`config.mk`:
```
export PLATFORM = sky130hd
export DESIGN_NAME = freq_wdog
export DESIGN_NICKNAME = d
export VERILOG_FILES = /design/src/rtl/freq_wdog_pkg.sv /design/src/rtl/wdog_countdown.sv /design/src/rtl/rst_pulse_gen.sv /design/src/rtl/freq_guard.sv /design/src/rtl/freq_wdog.sv
export SDC_FILE = /design/constraint.sdc
export NUM_CORES = 1
export LEC_CHECK = 0
export BUFFER_PORTS_ARGS = -buffer_cell sky130_fd_sc_hd__buf_2
export CAP_MARGIN = 15
export CORE_ASPECT_RATIO = 0.9
export CORE_UTILIZATION = 42
export CTS_CLUSTER_SIZE = 20
export DETAILED_ROUTE_END_ITERATION = 10
export PLACE_DENSITY = 0.74
export SYNTH_ARGS = -nofsm -noshare
export SYNTH_HDL_FRONTEND = slang
export SYNTH_SLANG_ARGS = --single-unit
```
`constraint.sdc`:
```
create_clock -name clk -period 1.6 [get_ports clk]
set_input_delay 0.24 -clock clk [delete_from_list [all_inputs] [get_ports clk]]
set_output_delay 0.24 -clock clk [all_outputs]
set_load 0.01 [all_outputs]
```
`src/rtl/freq_wdog_pkg.sv`:
```
package freq_wdog_pkg;
  typedef enum logic {
    WD_IDLE = 1'b0,
    WD_RUN  = 1'b1
  } wd_state_e;
endpackage

```
`src/rtl/wdog_countdown.sv`:
```
module wdog_countdown
  import freq_wdog_pkg::*;
#(
  parameter int TMO_W = 5
) (
  input  logic             clk,
  input  logic             rst_n,
  input  logic             en_i,
  input  logic             arm_i,
  input  logic             tick_i,
  input  logic [TMO_W-1:0] load_i,
  output logic             expire_o,
  output logic             running_o
);
  wd_state_e        state_q;
  logic [TMO_W-1:0] cnt_q;

  assign expire_o  = (state_q == WD_RUN) && tick_i && (cnt_q == '0) && en_i && !arm_i;
  assign running_o = (state_q == WD_RUN);

  always_ff @(posedge clk or negedge rst_n) begin
    if (!rst_n) begin
      state_q <= WD_IDLE;
      cnt_q   <= '0;
    end else if (!en_i) begin
      state_q <= WD_IDLE;
      cnt_q   <= load_i;
    end else if (arm_i) begin
      state_q <= WD_RUN;
      cnt_q   <= load_i;
    end else if (state_q == WD_RUN && tick_i) begin
      if (cnt_q == '0) state_q <= WD_IDLE;
      else             cnt_q   <= cnt_q - 1'b1;
    end
  end

  // a disabled watchdog is idle on the next edge
  p_idle_when_off_r3: assert property (@(posedge clk) disable iff (!rst_n)
    !en_i |=> !running_o);

  // an expiry without re-arming stops the countdown
  p_stop_after_expire_r4: assert property (@(posedge clk) disable iff (!rst_n)
    (expire_o && !arm_i) |=> !running_o);
endmodule

```
`src/rtl/rst_pulse_gen.sv`:
```
module rst_pulse_gen #(
  parameter int RST_LEN = 16
) (
  input  logic clk,
  input  logic rst_n,
  input  logic req_i,
  output logic rst_n_o
);
  localparam int CW = $clog2(RST_LEN + 1);
  localparam logic [CW-1:0] LEN_V = CW'(RST_LEN);

  logic [CW-1:0] cnt_q;

  always_ff @(posedge clk or negedge rst_n) begin
    if (!rst_n)            cnt_q <= '0;
    else if (req_i)        cnt_q <= LEN_V;
    else if (cnt_q != '0)  cnt_q <= cnt_q - 1'b1;
  end

  assign rst_n_o = (cnt_q == '0);

  // any request drives the reset output low on the next cycle
  p_req_drives_low_r9: assert property (@(posedge clk) disable iff (!rst_n)
    req_i |=> !rst_n_o);

  // a pulse never ends one cycle after a request
  p_no_early_release_r11: assert property (@(posedge clk) disable iff (!rst_n)
    (req_i && !rst_n_o) |=> !rst_n_o);
endmodule

```
`src/rtl/freq_guard.sv`:
```
module freq_guard #(
  parameter int              FREQ_W    = 8,
  parameter logic [FREQ_W-1:0] FREQ_INIT = 8'h10
) (
  input  logic              clk,
  input  logic              rst_n,
  input  logic              en_i,
  input  logic              wr_i,
  input  logic [FREQ_W-1:0] wdata_i,
  input  logic              expire_i,
  input  logic [FREQ_W-1:0] recov_i,
  output logic [FREQ_W-1:0] freq_o,
  output logic              lock_o,
  output logic              accept_o
);
  logic [FREQ_W-1:0] freq_q;
  logic              lock_q;

  assign accept_o = wr_i && !lock_q;
  assign freq_o   = freq_q;
  assign lock_o   = lock_q;

  always_ff @(posedge clk or negedge rst_n) begin
    if (!rst_n) begin
      freq_q <= FREQ_INIT;
      lock_q <= 1'b0;
    end else begin
      if (expire_i)      freq_q <= recov_i;
      else if (accept_o) freq_q <= wdata_i;
      if (!en_i)         lock_q <= 1'b0;
      else if (expire_i) lock_q <= 1'b1;
    end
  end

  // a write while locked leaves the frequency unchanged
  p_locked_write_ignored_r8: assert property (@(posedge clk) disable iff (!rst_n)
    (lock_q && wr_i && !expire_i) |=> $stable(freq_q));

  // disabling releases the lock
  p_unlock_on_disable_r8: assert property (@(posedge clk) disable iff (!rst_n)
    !en_i |=> !lock_o);
endmodule

```
`src/rtl/freq_wdog.sv`:
```
module freq_wdog #(
  parameter int              TMO_W     = 5,
  parameter int              FREQ_W    = 8,
  parameter int              RST_LEN   = 16,
  parameter logic [FREQ_W-1:0] FREQ_INIT = 8'h10
) (
  input  logic              clk,
  input  logic              rst_n,
  input  logic              tick_short_i,
  input  logic              tick_long_i,
  input  logic              pre_sel_i,
  input  logic [TMO_W-1:0]  tmo_val_i,
  input  logic              wd_en_i,
  input  logic              rst_en_wd_i,
  input  logic              rst_en_fc_i,
  input  logic              freq_wr_i,
  input  logic [FREQ_W-1:0] freq_wdata_i,
  input  logic [FREQ_W-1:0] recov_freq_i,
  input  logic              sts_wr_i,
  input  logic              sts_wdata_i,
  output logic [FREQ_W-1:0] freq_o,
  output logic              lock_o,
  output logic              sts_o,
  output logic              sys_rst_n_o
);
  logic tick_sel;
  logic accept;
  logic arm;
  logic expire;
  logic running;
  logic rst_req;
  logic sts_q;

  assign tick_sel = pre_sel_i ? tick_long_i : tick_short_i;
  assign arm      = accept && wd_en_i;
  assign rst_req  = (expire && rst_en_wd_i) || (accept && rst_en_fc_i);

  freq_guard #(.FREQ_W(FREQ_W), .FREQ_INIT(FREQ_INIT)) u_guard (
    .clk      (clk),
    .rst_n    (rst_n),
    .en_i     (wd_en_i),
    .wr_i     (freq_wr_i),
    .wdata_i  (freq_wdata_i),
    .expire_i (expire),
    .recov_i  (recov_freq_i),
    .freq_o   (freq_o),
    .lock_o   (lock_o),
    .accept_o (accept)
  );

  wdog_countdown #(.TMO_W(TMO_W)) u_count (
    .clk       (clk),
    .rst_n     (rst_n),
    .en_i      (wd_en_i),
    .arm_i     (arm),
    .tick_i    (tick_sel),
    .load_i    (tmo_val_i),
    .expire_o  (expire),
    .running_o (running)
  );

  rst_pulse_gen #(.RST_LEN(RST_LEN)) u_rst (
    .clk     (clk),
    .rst_n   (rst_n),
    .req_i   (rst_req),
    .rst_n_o (sys_rst_n_o)
  );

  always_ff @(posedge clk or negedge rst_n) begin
    if (!rst_n)                       sts_q <= 1'b0;
    else if (expire)                  sts_q <= 1'b1;
    else if (sts_wr_i && sts_wdata_i) sts_q <= 1'b0;
  end

  assign sts_o = sts_q;

  // status stays set unless a clearing write arrives
  p_status_sticky_r7: assert property (@(posedge clk) disable iff (!rst_n)
    (sts_q && !(sts_wr_i && sts_wdata_i)) |=> sts_q);

  // a timeout sets status, lock and recovery frequency together
  p_expire_effects_r6: assert property (@(posedge clk) disable iff (!rst_n)
    expire |=> (sts_o && lock_o && freq_o == $past(recov_freq_i)));

  // no timeout while the watchdog is idle
  p_no_expire_idle_r3: assert property (@(posedge clk) disable iff (!rst_n)
    !running |-> !expire);
endmodule

```
== Yosys cells after proc, flatten, opt, wreduce, memory -nomap -nowiden ==
Index checks and enable logic that the tools add are counted.

* Reductions and logical operators: 20
* Eq/ne operators: 4
* Multiplexer cells: 17
* Add/subtract/negate cells: 2

{| class="wikitable"
|+ Operators with widths
! cell !! number
|-
| $mux 5 || 6
|-
| $mux 8 || 2
|-
| $logic_not 5->1 || 2
|-
| $sub 5x1->5 const B || 2
|-
| $logic_and 1x1->1 || 9
|-
| $mux 1 || 9
|-
| $ne 3x1->1 const B || 2
|-
| $reduce_bool 2->1 || 3
|-
| $reduce_bool 5->1 || 1
|-
| $reduce_and 2->1 || 2
|-
| $ne 3x2->1 const B || 1
|-
| $logic_not 1->1 || 2
|-
| $ne 2x1->1 const B || 1
|-
| $logic_or 1x1->1 || 1
|}

* Bits in registers: 21
* Word-level logic and storage cells: 49
* Output and inout bits: 11
* Input bits: 32

== Longest topological paths before layout ==
Gate-level depths: netlist (run 1).

* Depth in word-level cells: 8
* Gate-level depth with buffers: 6
* Mapped depth without buffers: 6

== By module ==
Synthesis (run 1) repeated with hierarchy kept, for this count alone.

* Cells, all modules: 121
* Area total of the unflattened synthesis: 1262.5 µm²

{| class="wikitable"
|+ Modules (own cells, without submodules)
! module !! cells an instance !! times used !! area each (µm²) !! sequential area each (µm²)
|-
| freq_guard || 46 || 1 || 571.8 || 226.5
|-
| wdog_countdown || 43 || 1 || 369.1 || 150.1
|-
| rst_pulse_gen || 26 || 1 || 255.2 || 125.1
|-
| freq_wdog || 6 || 1 || 66.3 || 25.0
|}

== Worst setup path before layout (run 1) ==
Ideal clock, no wire load.

* Path kind: register to register
* Start point: reg u_rst.cnt_q[0]
* End point: reg u_rst.cnt_q[2]
* Clock period less this slack: 1.662 ns
* Data arrival time: 1.523 ns
* Data required time: 1.462 ns
* Path buffers: 0
* Library setup time: 0.138 ns
* Cell stages (with the launch flop): 7
* Setup slack: -0.062 ns
* Path through: dfrtp_1 > inv_1 > ha_1 > or3b_1 > nor2_1 > or3b_2 > a21oi_1

* Cells in the longest elaborated chain, start to end: 3
* Elaborated cells between the ends (all ways): 5
* Classes of those cells: add/sub (1); mux (2); reduce/logical (2)

{| class="wikitable"
|+ Ends and longest elaborated chain
! what !! RTL line !! text
|-
| from (decl) || rst_pulse_gen.sv:12 || <nowiki>logic [CW-1:0] cnt_q;</nowiki>
|-
| from (signal assigned) || rst_pulse_gen.sv:17 || <nowiki>else if (cnt_q != '0) cnt_q <= cnt_q - 1'b1;</nowiki>
|-
| $sub 5x1->5 || rst_pulse_gen.sv:17 ||
|-
| $mux 5 || rst_pulse_gen.sv:17 ||
|-
| $mux 5 || rst_pulse_gen.sv:16 || <nowiki>else if (req_i) cnt_q <= LEN_V;</nowiki>
|}

Several ways; a longest one is shown, not always the timed one. The select of a mux whose other input is x is not followed.
A chain may end at the register's enable or synchronous reset.

== Worst setup path after layout (run 1) ==
* Start point: reg u_count.cnt_q[0]
* End point: reg u_guard.freq_q[0] (netlist: u_guard.freq_o[0])

* Cells in the longest elaborated chain, start to end: 5
* Elaborated cells between the ends (all ways): 6
* Classes of those cells: mux (1); reduce/logical (5)

{| class="wikitable"
|+ Ends and longest elaborated chain
! what !! RTL line !! text
|-
| from (decl) || wdog_countdown.sv:16 || <nowiki>logic [TMO_W-1:0] cnt_q;</nowiki>
|-
| from (signal assigned) || wdog_countdown.sv:27 || <nowiki>cnt_q <= load_i;</nowiki>
|-
| from (signal assigned) || wdog_countdown.sv:30 || <nowiki>cnt_q <= load_i;</nowiki>
|-
| from (signal assigned) || wdog_countdown.sv:33 || <nowiki>else cnt_q <= cnt_q - 1'b1;</nowiki>
|-
| $logic_not 5->1 (*) || wdog_countdown.sv:18 || <nowiki>assign expire_o = (state_q == WD_RUN) && tick_i && (cnt_q == '0) && en_i && !arm_i;</nowiki>
|-
| $logic_and 1x1->1 (*) (3 in series) || wdog_countdown.sv:18 ||
|-
| $mux 8 or $reduce_bool 2->1 (tied branches) || n/a ||
|-
| to (signal assigned) || freq_guard.sv:28 || <nowiki>if (expire_i) freq_q <= recov_i;</nowiki>
|-
| to (signal assigned) || freq_guard.sv:29 || <nowiki>else if (accept_o) freq_q <= wdata_i;</nowiki>
|-
| to (decl) || freq_guard.sv:16 || <nowiki>logic [FREQ_W-1:0] freq_q;</nowiki>
|}

Every way passes the cells marked *; elsewhere a longest branch is shown, timed or not.

==> results of run 1 <==
## synth_stat cells (2+ instances only)
master    count  area share [%]
nand3_1       2            0.96
and2_1        2             1.2
nand2b_1      2             1.2
clkbuf_1      2            0.72
ha_1          2             2.4
and2_0        6             3.6
nor2b_1       3             1.8
nand2_1       7             2.5
nor2_1        4             1.4
a221o_2       2             2.2
a221o_1       7             6.7
o21ai_0       4             1.9
nor3_1        4             1.9
inv_1         4             1.4
a21o_1        3             2.2
a21oi_1       2            0.96
xnor2_1       3             2.5
dfrtp_1      20              48
## area by class of cell
class,count,share of cell area (%)
clock buffers,4,1.63
multi-input cells,67,37.2
repair buffers,66,25.6
flip-flops and latches,21,32.6
well taps,27,2.09
inverters,4,0.929
## where the power goes
part	switching (uW)	total [uW]	internal, uW
clock	156	254	97.3
sequential	84.6	710	625
combinational	266	645	379
total	507	1610	1100
## worst reg2reg max path, cell delays in order, from the launching register on
cell     delay, ns
dfrtp_1       0.43
inv_2         0.09
ha_4          0.14
nor4b_4       0.31
a41oi_4       0.24
and2_4        0.22
a221o_1       0.26
## per-stage QoR
step	instances	util [%]	hold slack (ns)	power (uW)
2_1_floorplan	94	-	-0.0556	976
3_3_place_gp	173	61.1	0.216	1120
3_5_place_dp	173	61.1	0.218	1150
4_1_cts	187	68.6	0.130	1570
5_1_grt	189	71.5	0.126	1720
6_report	189	71.5	0.137	1610
## layout by cell type (no fill, tap or decap), drive strengths merged
| cell | count |
|---|---|
| a211oi | 1 |
| a21o | 3 |
| a21oi | 2 |
| a221o | 9 |
| a41oi | 1 |
| and2 | 8 |
| buf | 65 |
| clkbuf | 4 |
| dfrtp | 20 |
| dfstp | 1 |
| dlygate4sd3 | 1 |
| ha | 2 |
| inv | 4 |
| mux2 | 1 |
| mux2i | 1 |
| nand2 | 7 |
| nand2b | 2 |
| nand3 | 3 |
| nand4 | 1 |
| nor2 | 5 |
| nor2b | 3 |
| nor3 | 4 |
| nor4b | 1 |
| o21ai | 4 |
| o31ai | 2 |
| or3b | 2 |
| or4b | 1 |
| xnor2 | 3 |
| xor2 | 1 |
## sequential cells by signal (all words and copies together), names as in the netlist
name / count
u_count.cnt_q: 5
u_guard.lock_o: 1
u_rst.cnt_q: 5
u_count.running_o: 1
sts_o: 1
u_guard.freq_o: 8
## routing by layer
metal  share of wire, %  vias to the layer above
met5                  0                        -
met3                6.1                        9
li1                   -                      482
met1                 40                      504
met4                2.5                        0
met2                 52                       49
## logic make-up (layout without fill, tap and decap cells)
kind of cell | count (synthesis) | after routing | share of synthesized area (%)
AOI/OAI and AO/OA | 22 | 22 | 18.1
xor gates and xnor gates | 4 | 4 | 3.35
adders and majority gates | 2 | 2 | 2.39
buffers and inverters | 6 | 74 | 2.15
DFF | 21 | 21 | 50.4
muxes | 2 | 2 | 2.03
and+or+nand+nor | 37 | 37 | 21.7
## worst paths after layout
check / start / to / depth (start not counted)
max: u_count.cnt_q[0] / u_guard.freq_o[0] / 6
min: tmo_val_i[4] / u_count.cnt_q[4] / 3
max reg2reg: u_count.cnt_q[0] / u_guard.freq_o[0] / 6
min reg2reg: sts_o / sts_o / 1
max in group asynchronous: rst_n / u_guard.freq_o[4] / 2
min in group asynchronous: rst_n / u_rst.cnt_q[2] / 2
## what timing repair did
item                                    in CTS  in global routing
gates resized for setup                     16                 19
pin swaps                                   10                 13
hold buffers                                 1                  0
endpoints found under the setup margin      16                 21
hold endpoints to repair                    20                  0
buffers inserted                             9                  3
==> flow_metrics.env, run 1 <==
export IMPL_seq_area_um2=527
export IMPL_drv_cap=0
export IMPL_path_delay_family="simple AND/OR/NAND/NOR gates"
export IMPL_drt_iter0_markers=13
export IMPL_synthFlopType="dfrtp_1"
export IMPL_powerDensity_mw_per_mm2=995
export IMPL_drtAntennaViolNets=0
export IMPL_worstMarginPinSlew_ns=0.470
export IMPL_busiest_layer="met2"
export IMPL_synth_cell_area_mm2=0.00105
export IMPL_max_stage_delay_ns=0.43
export IMPL_met1_usage_pct=25.9
export IMPL_period_share_pct=112
export IMPL_final_area_mm2=0.00162
export IMPL_pre_cts_ws_ns=-0.239
export IMPL_cts_root_buf="clkbuf_4"
export IMPL_clk_latency_ns=0.30
export IMPL_r2r_slack_ns=-0.20
export IMPL_criticalPathCategory="reg -> reg"
export IMPL_drc=0
export IMPL_crit_buf_inv=1
export IMPL_finalWirelength_um=2970
export IMPL_required_ns=1.79
export IMPL_numCtsBuffers=3
export IMPL_gp_congestion=0.821
export IMPL_status="finished, violations left"
export IMPL_cts_tree="built"
export IMPL_drive_gt1_share_pct=59.9
export IMPL_cp_end_kind="flip-flop"
export IMPL_grt_pass1_vias=1010
export IMPL_nFillCells=156
export IMPL_p_leak_uw=0.000792
export IMPL_syn_num_nets=128
export IMPL_hold_class="in -> reg"
export IMPL_skew_ns=0.00237
export IMPL_clk_pin_slew_ns=0.11
export IMPL_yosys_warnings=0
export IMPL_area_growth_pct=54.5
export IMPL_die_h_um=49.3
export IMPL_place_area_mm2=0.00138
export IMPL_grt_util_met2_pct=40.2
export IMPL_ys_seq_area_share_pct=50.4
export IMPL_rsz0062_at_grt="true"
export IMPL_placeableCoreArea_mm2=0.00226
export IMPL_grt_max_degree=22
export IMPL_viasPerCell=5.52
export IMPL_grtUsageMet3_pct=8.41
export IMPL_dieWidth_um=54.6
export IMPL_multi_input_area_um2=601
export IMPL_antenna_cells=0
export IMPL_tns_ns=-2.07
export IMPL_cts_sinks=21
export IMPL_crit_chain="inv_2 -> ha_4 -> nor4b_4 -> a41oi_4 -> and2_4 -> a221o_1"
export IMPL_die_area_mm2=0.00269
export IMPL_antenna_found_initial=0
export IMPL_slew_violations=0
export IMPL_rows=16
export IMPL_grt_usage_pct=23.6
export IMPL_slew_headroom_pct=68.7
export IMPL_violations="setup timing"
export IMPL_synthCells=94
export IMPL_io_buffer_count=42
export IMPL_synth_edf_count=0
export IMPL_dr_total_vias=1044
export IMPL_timing_fmax_mhz=557
export IMPL_grt_overflow=0
export IMPL_async_reset_ff_share_pct=100
export IMPL_wl_per_cell_um=15.7
export IMPL_dp_hpwl_um=1860
export IMPL_finalCriticalPeriod_ns=1.80
export IMPL_avgSynthCellArea_um2=11.1
export IMPL_cp_data_arrival_time_ns=1.99
export IMPL_grt_pass1_wl_um=4420
export IMPL_hold_viol=0
export IMPL_synth_seq_cells=21
export IMPL_initial_core_util_pct=46.2
export IMPL_setup_slack_ns=-0.195
export IMPL_setup_violations=18
export IMPL_pin_count=43
export IMPL_critPathMaxFanout=8
export IMPL_h_tree_depth=1
export IMPL_cts_max_path_buffers=2
export IMPL_slowest_stage="dfrtp_1"
export IMPL_synth_cell_types=33
export IMPL_vdd_ir_drop_max_mv=1.00
export IMPL_start_kind="flip-flop"
export IMPL_firstDrtPassIters=4
export IMPL_nets=197
Power figures use the tool's default switching activity.
==> inputs of run 2 (changes only) <==
ABC_AREA = 1   (was not set)
CORE_UTILIZATION = 44   (was 42)
PLACE_DENSITY = 0.75   (was 0.74)
==> flow_metrics.env, run 2 <==
export IMPL_whs_path_depth=3
export IMPL_vdd_ir_drop_max_mv=0.565
export IMPL_ys_seq_area_share_pct=44.0
export IMPL_setup_violations=0
export IMPL_final_area_mm2=0.00151
export IMPL_dieWidth_um=57.0
export IMPL_place_area_mm2=0.00143
export IMPL_yosysMostFrequentCell="nand2_1"
export IMPL_cp_end_kind="primary output"
export IMPL_share_seq_of_total_power_pct=45.2
export IMPL_wl_met1_um=1180
export IMPL_intPower_uw=1000
export IMPL_skew_ns=0.00320
export IMPL_synth_edf_count=0
export IMPL_cts_sinks=21
export IMPL_swShare_pct=36.9
export IMPL_clk_pin_slew_ns=0.12
export IMPL_wl_per_cell_um=11.6
export IMPL_tns_ns=0
export IMPL_nets=236
export IMPL_worstMarginPinSlew_ns=0.462
export IMPL_hp_start="tmo_val_i[4]"
export IMPL_crit_chain="inv_2 -> ha_4 -> nand2_2 -> nor2_4 -> buf_2"
export IMPL_synthSimpleGateAreaFrac_pct=39.4
export IMPL_drt_iter0_markers=19
export IMPL_synth_cell_types=24
export IMPL_critPathMaxFanout=4
export IMPL_syn_num_nets=187
export IMPL_p_switching_uw=587
export IMPL_pin_count=43
export IMPL_grt_pass1_vias=1099
export IMPL_h_tree_depth=1
export IMPL_yosys_top_cells_count="nand2_1, nand3_1, dfrtp_1, inv_1, nor2_1"
export IMPL_final_cell_mix="nand2_1, buf_2, nand3_1"
export IMPL_synthMuxAreaShare_pct=0
export IMPL_status="finished, violations left"
export IMPL_r2r_start="u_count.cnt_q[0]"
export IMPL_placeableCoreArea_mm2=0.00251
export IMPL_drtAntennaViolNets=0
export IMPL_grt_pass1_wl_um=4600
export IMPL_synth_fa_ha_area_share_pct=2.09
export IMPL_initial_core_util_pct=47.7
export IMPL_combPwrFrac_pct=38.1
export IMPL_firstDrtPassIters=7
export IMPL_slew_violations=0
export IMPL_clk_latency_ns=0.31
export IMPL_start_kind="flip-flop"
export IMPL_drive_gt1_share_pct=32.8
export IMPL_finalWirelength_um=2660
export IMPL_period_share_pct=95.0
export IMPL_p_leak_uw=0.000868
export IMPL_drc=2
export IMPL_gp_congestion=0.845
export IMPL_max_stage_delay_ns=0.40
export IMPL_holdPathEnd="u_count.cnt_q[4]"
export IMPL_numCtsBuffers=3
export IMPL_cp_data_arrival_time_ns=1.28
export IMPL_grt_max_degree=22
export IMPL_rr_endpoint="u_guard.freq_o[0]"
export IMPL_antenna_cells=0
export IMPL_required_ns=1.36
export IMPL_synthFlopType="dfrtp_1"
export IMPL_area_growth_pct=25.8
export IMPL_synth_compound_area_share_pct=4.81
export IMPL_synth_top_family_by_area="simple AND/OR/NAND/NOR gates"
export IMPL_hold_viol=0
export IMPL_cts_root_buf="clkbuf_4"
export IMPL_synthCells=153
export IMPL_cts_max_path_buffers=2
export IMPL_rows=17
export IMPL_viasPerCell=4.87
export IMPL_reg2regPathDepth=7
export IMPL_finalCriticalPeriod_ns=1.52
export IMPL_grt_overflow=0
export IMPL_io_buffer_count=42
export IMPL_avgSynthCellArea_um2=7.82
export IMPL_synth_cell_area_mm2=0.00120
export IMPL_hold_class="in -> reg"
export IMPL_criticalPathCategory="reg -> out"
export IMPL_drv_cap=0
export IMPL_yosys_warnings=0
export IMPL_final_common_cell="nand2_1"
export IMPL_highest_layer="met4"
export IMPL_grt_usage_pct=20.9
export IMPL_violations="DRC"
export IMPL_route_met2_wl_um=1360
export IMPL_async_reset_ff_share_pct=100
export IMPL_synth_area_leader_cell="dfrtp_1"
export IMPL_slew_headroom_pct=69.2
export IMPL_powerDensity_mw_per_mm2=1060
export IMPL_wl_met3_um=107
export IMPL_yosysTopAreaCellShare_pct=41.8
export IMPL_synth_seq_cells=21
export IMPL_largest_reg_flops=8
export IMPL_slowest_stage="dfrtp_1"
export IMPL_die_h_um=51.5
export IMPL_r2r_slack_ns=0.15
export IMPL_dr_total_vias=1116
export IMPL_antenna_found_initial=0
export IMPL_pwr_share_clk_pct=16.7
export IMPL_synth_xor_area_share_pct=1.46
export IMPL_timing_fmax_mhz=658
export IMPL_cts_tree="built"
export IMPL_rsz0062_at_grt="false"
export IMPL_synth_area_leaders="dfrtp_1, nand2_1, nand3_1"
export IMPL_die_area_mm2=0.00293
export IMPL_dp_hpwl_um=2090
run 2: layer usage:
layer | vias to the layer above | GRT usage (%)
li1 | 580 | -
met1 | 512 | 24.4
met2 | 22 | 38.8
met3 | 2 | 5.32
met4 | 0 | 3.66
met5 | - | 0
run 2: repair_timing:
| item | CTS | global route |
|---|---|---|
| pin swaps | 0 | 1 |
| hold buffers | 1 | 0 |
| gates cloned | 0 | 0 |
| setup buffers | 0 | 2 |
| gates resized for setup | 3 | 4 |
| setup endpoints to repair | 1 | 1 |
| endpoints found under the hold margin | 20 | 0 |
run 2: logic make-up (layout without fill, tap and decap cells):
| kind of cell | Yosys count | count (layout) |
|---|---|---|
| AOI/OAI and AO/OA | 11 | 11 |
| DFF | 21 | 21 |
| adders and majority gates | 2 | 2 |
| buffers and inverters | 23 | 71 |
| and+or+nand+nor | 94 | 94 |
| xor gates and xnor gates | 2 | 2 |
run 2: how the worst max path moves through the flow:
stage | startpoint | end | slack, ns | depth (start not counted)
after global routing | u_rst.cnt_q[1] | sys_rst_n_o | 0.001 | 5
after floorplan | u_count.cnt_q[0] | u_rst.cnt_q[2] | 0.30 | 7
after CTS | u_rst.cnt_q[0] | sys_rst_n_o | 0.007 | 5
final | u_rst.cnt_q[0] | sys_rst_n_o | 0.08 | 5
after detailed placement | u_count.cnt_q[0] | u_guard.freq_o[0] | 0.17 | 7
after global placement | u_count.cnt_q[0] | u_guard.freq_o[3] | 0.23 | 7
run 2: power groups by stage:
stage / combinational, uW / clock, uW / sequential [uW]
6_report: 606 / 265 / 717
4_1_cts: 536 / 274 / 710
3_3_place_gp: 493 / 0 / 709
3_5_place_dp: 522 / 0 / 716
5_1_grt: 686 / 293 / 730
2_1_floorplan: 361 / 0 / 711
run 2: final cells by class:
type / instances / area [um^2]
Fill cell: 239 / 1000
Sequential cell: 21 / 527
Timing Repair Buffer: 46 / 243
Clock inverter: 1 / 5.00
Inverter: 21 / 78.8
Clock buffer: 3 / 22.5
Multi-Input combinational cell: 109 / 594
Tap cell: 28 / 35.0
run 2: through the flow:
stage                     total power (uW)  setup slack [ns]  hold WS [ns]  utilization [%]  instances
final                                 1590            0.0797         0.123             60.0        229
after floorplan                       1070             0.303       -0.0556                -        153
after global placement                1200             0.230         0.214             57.0        222
after detailed placement              1240             0.173         0.221             57.0        222
after global routing                  1710           0.00131         0.115             60.0        229
after CTS                             1520           0.00705         0.121             58.7        227
run 2: critical path: cells and delay by family (launching register included):
family	cells	cell delay (ns)
buffers and inverters	2	0.22
DFF	1	0.40
and+or+nand+nor	2	0.20
adders and majority gates	1	0.15
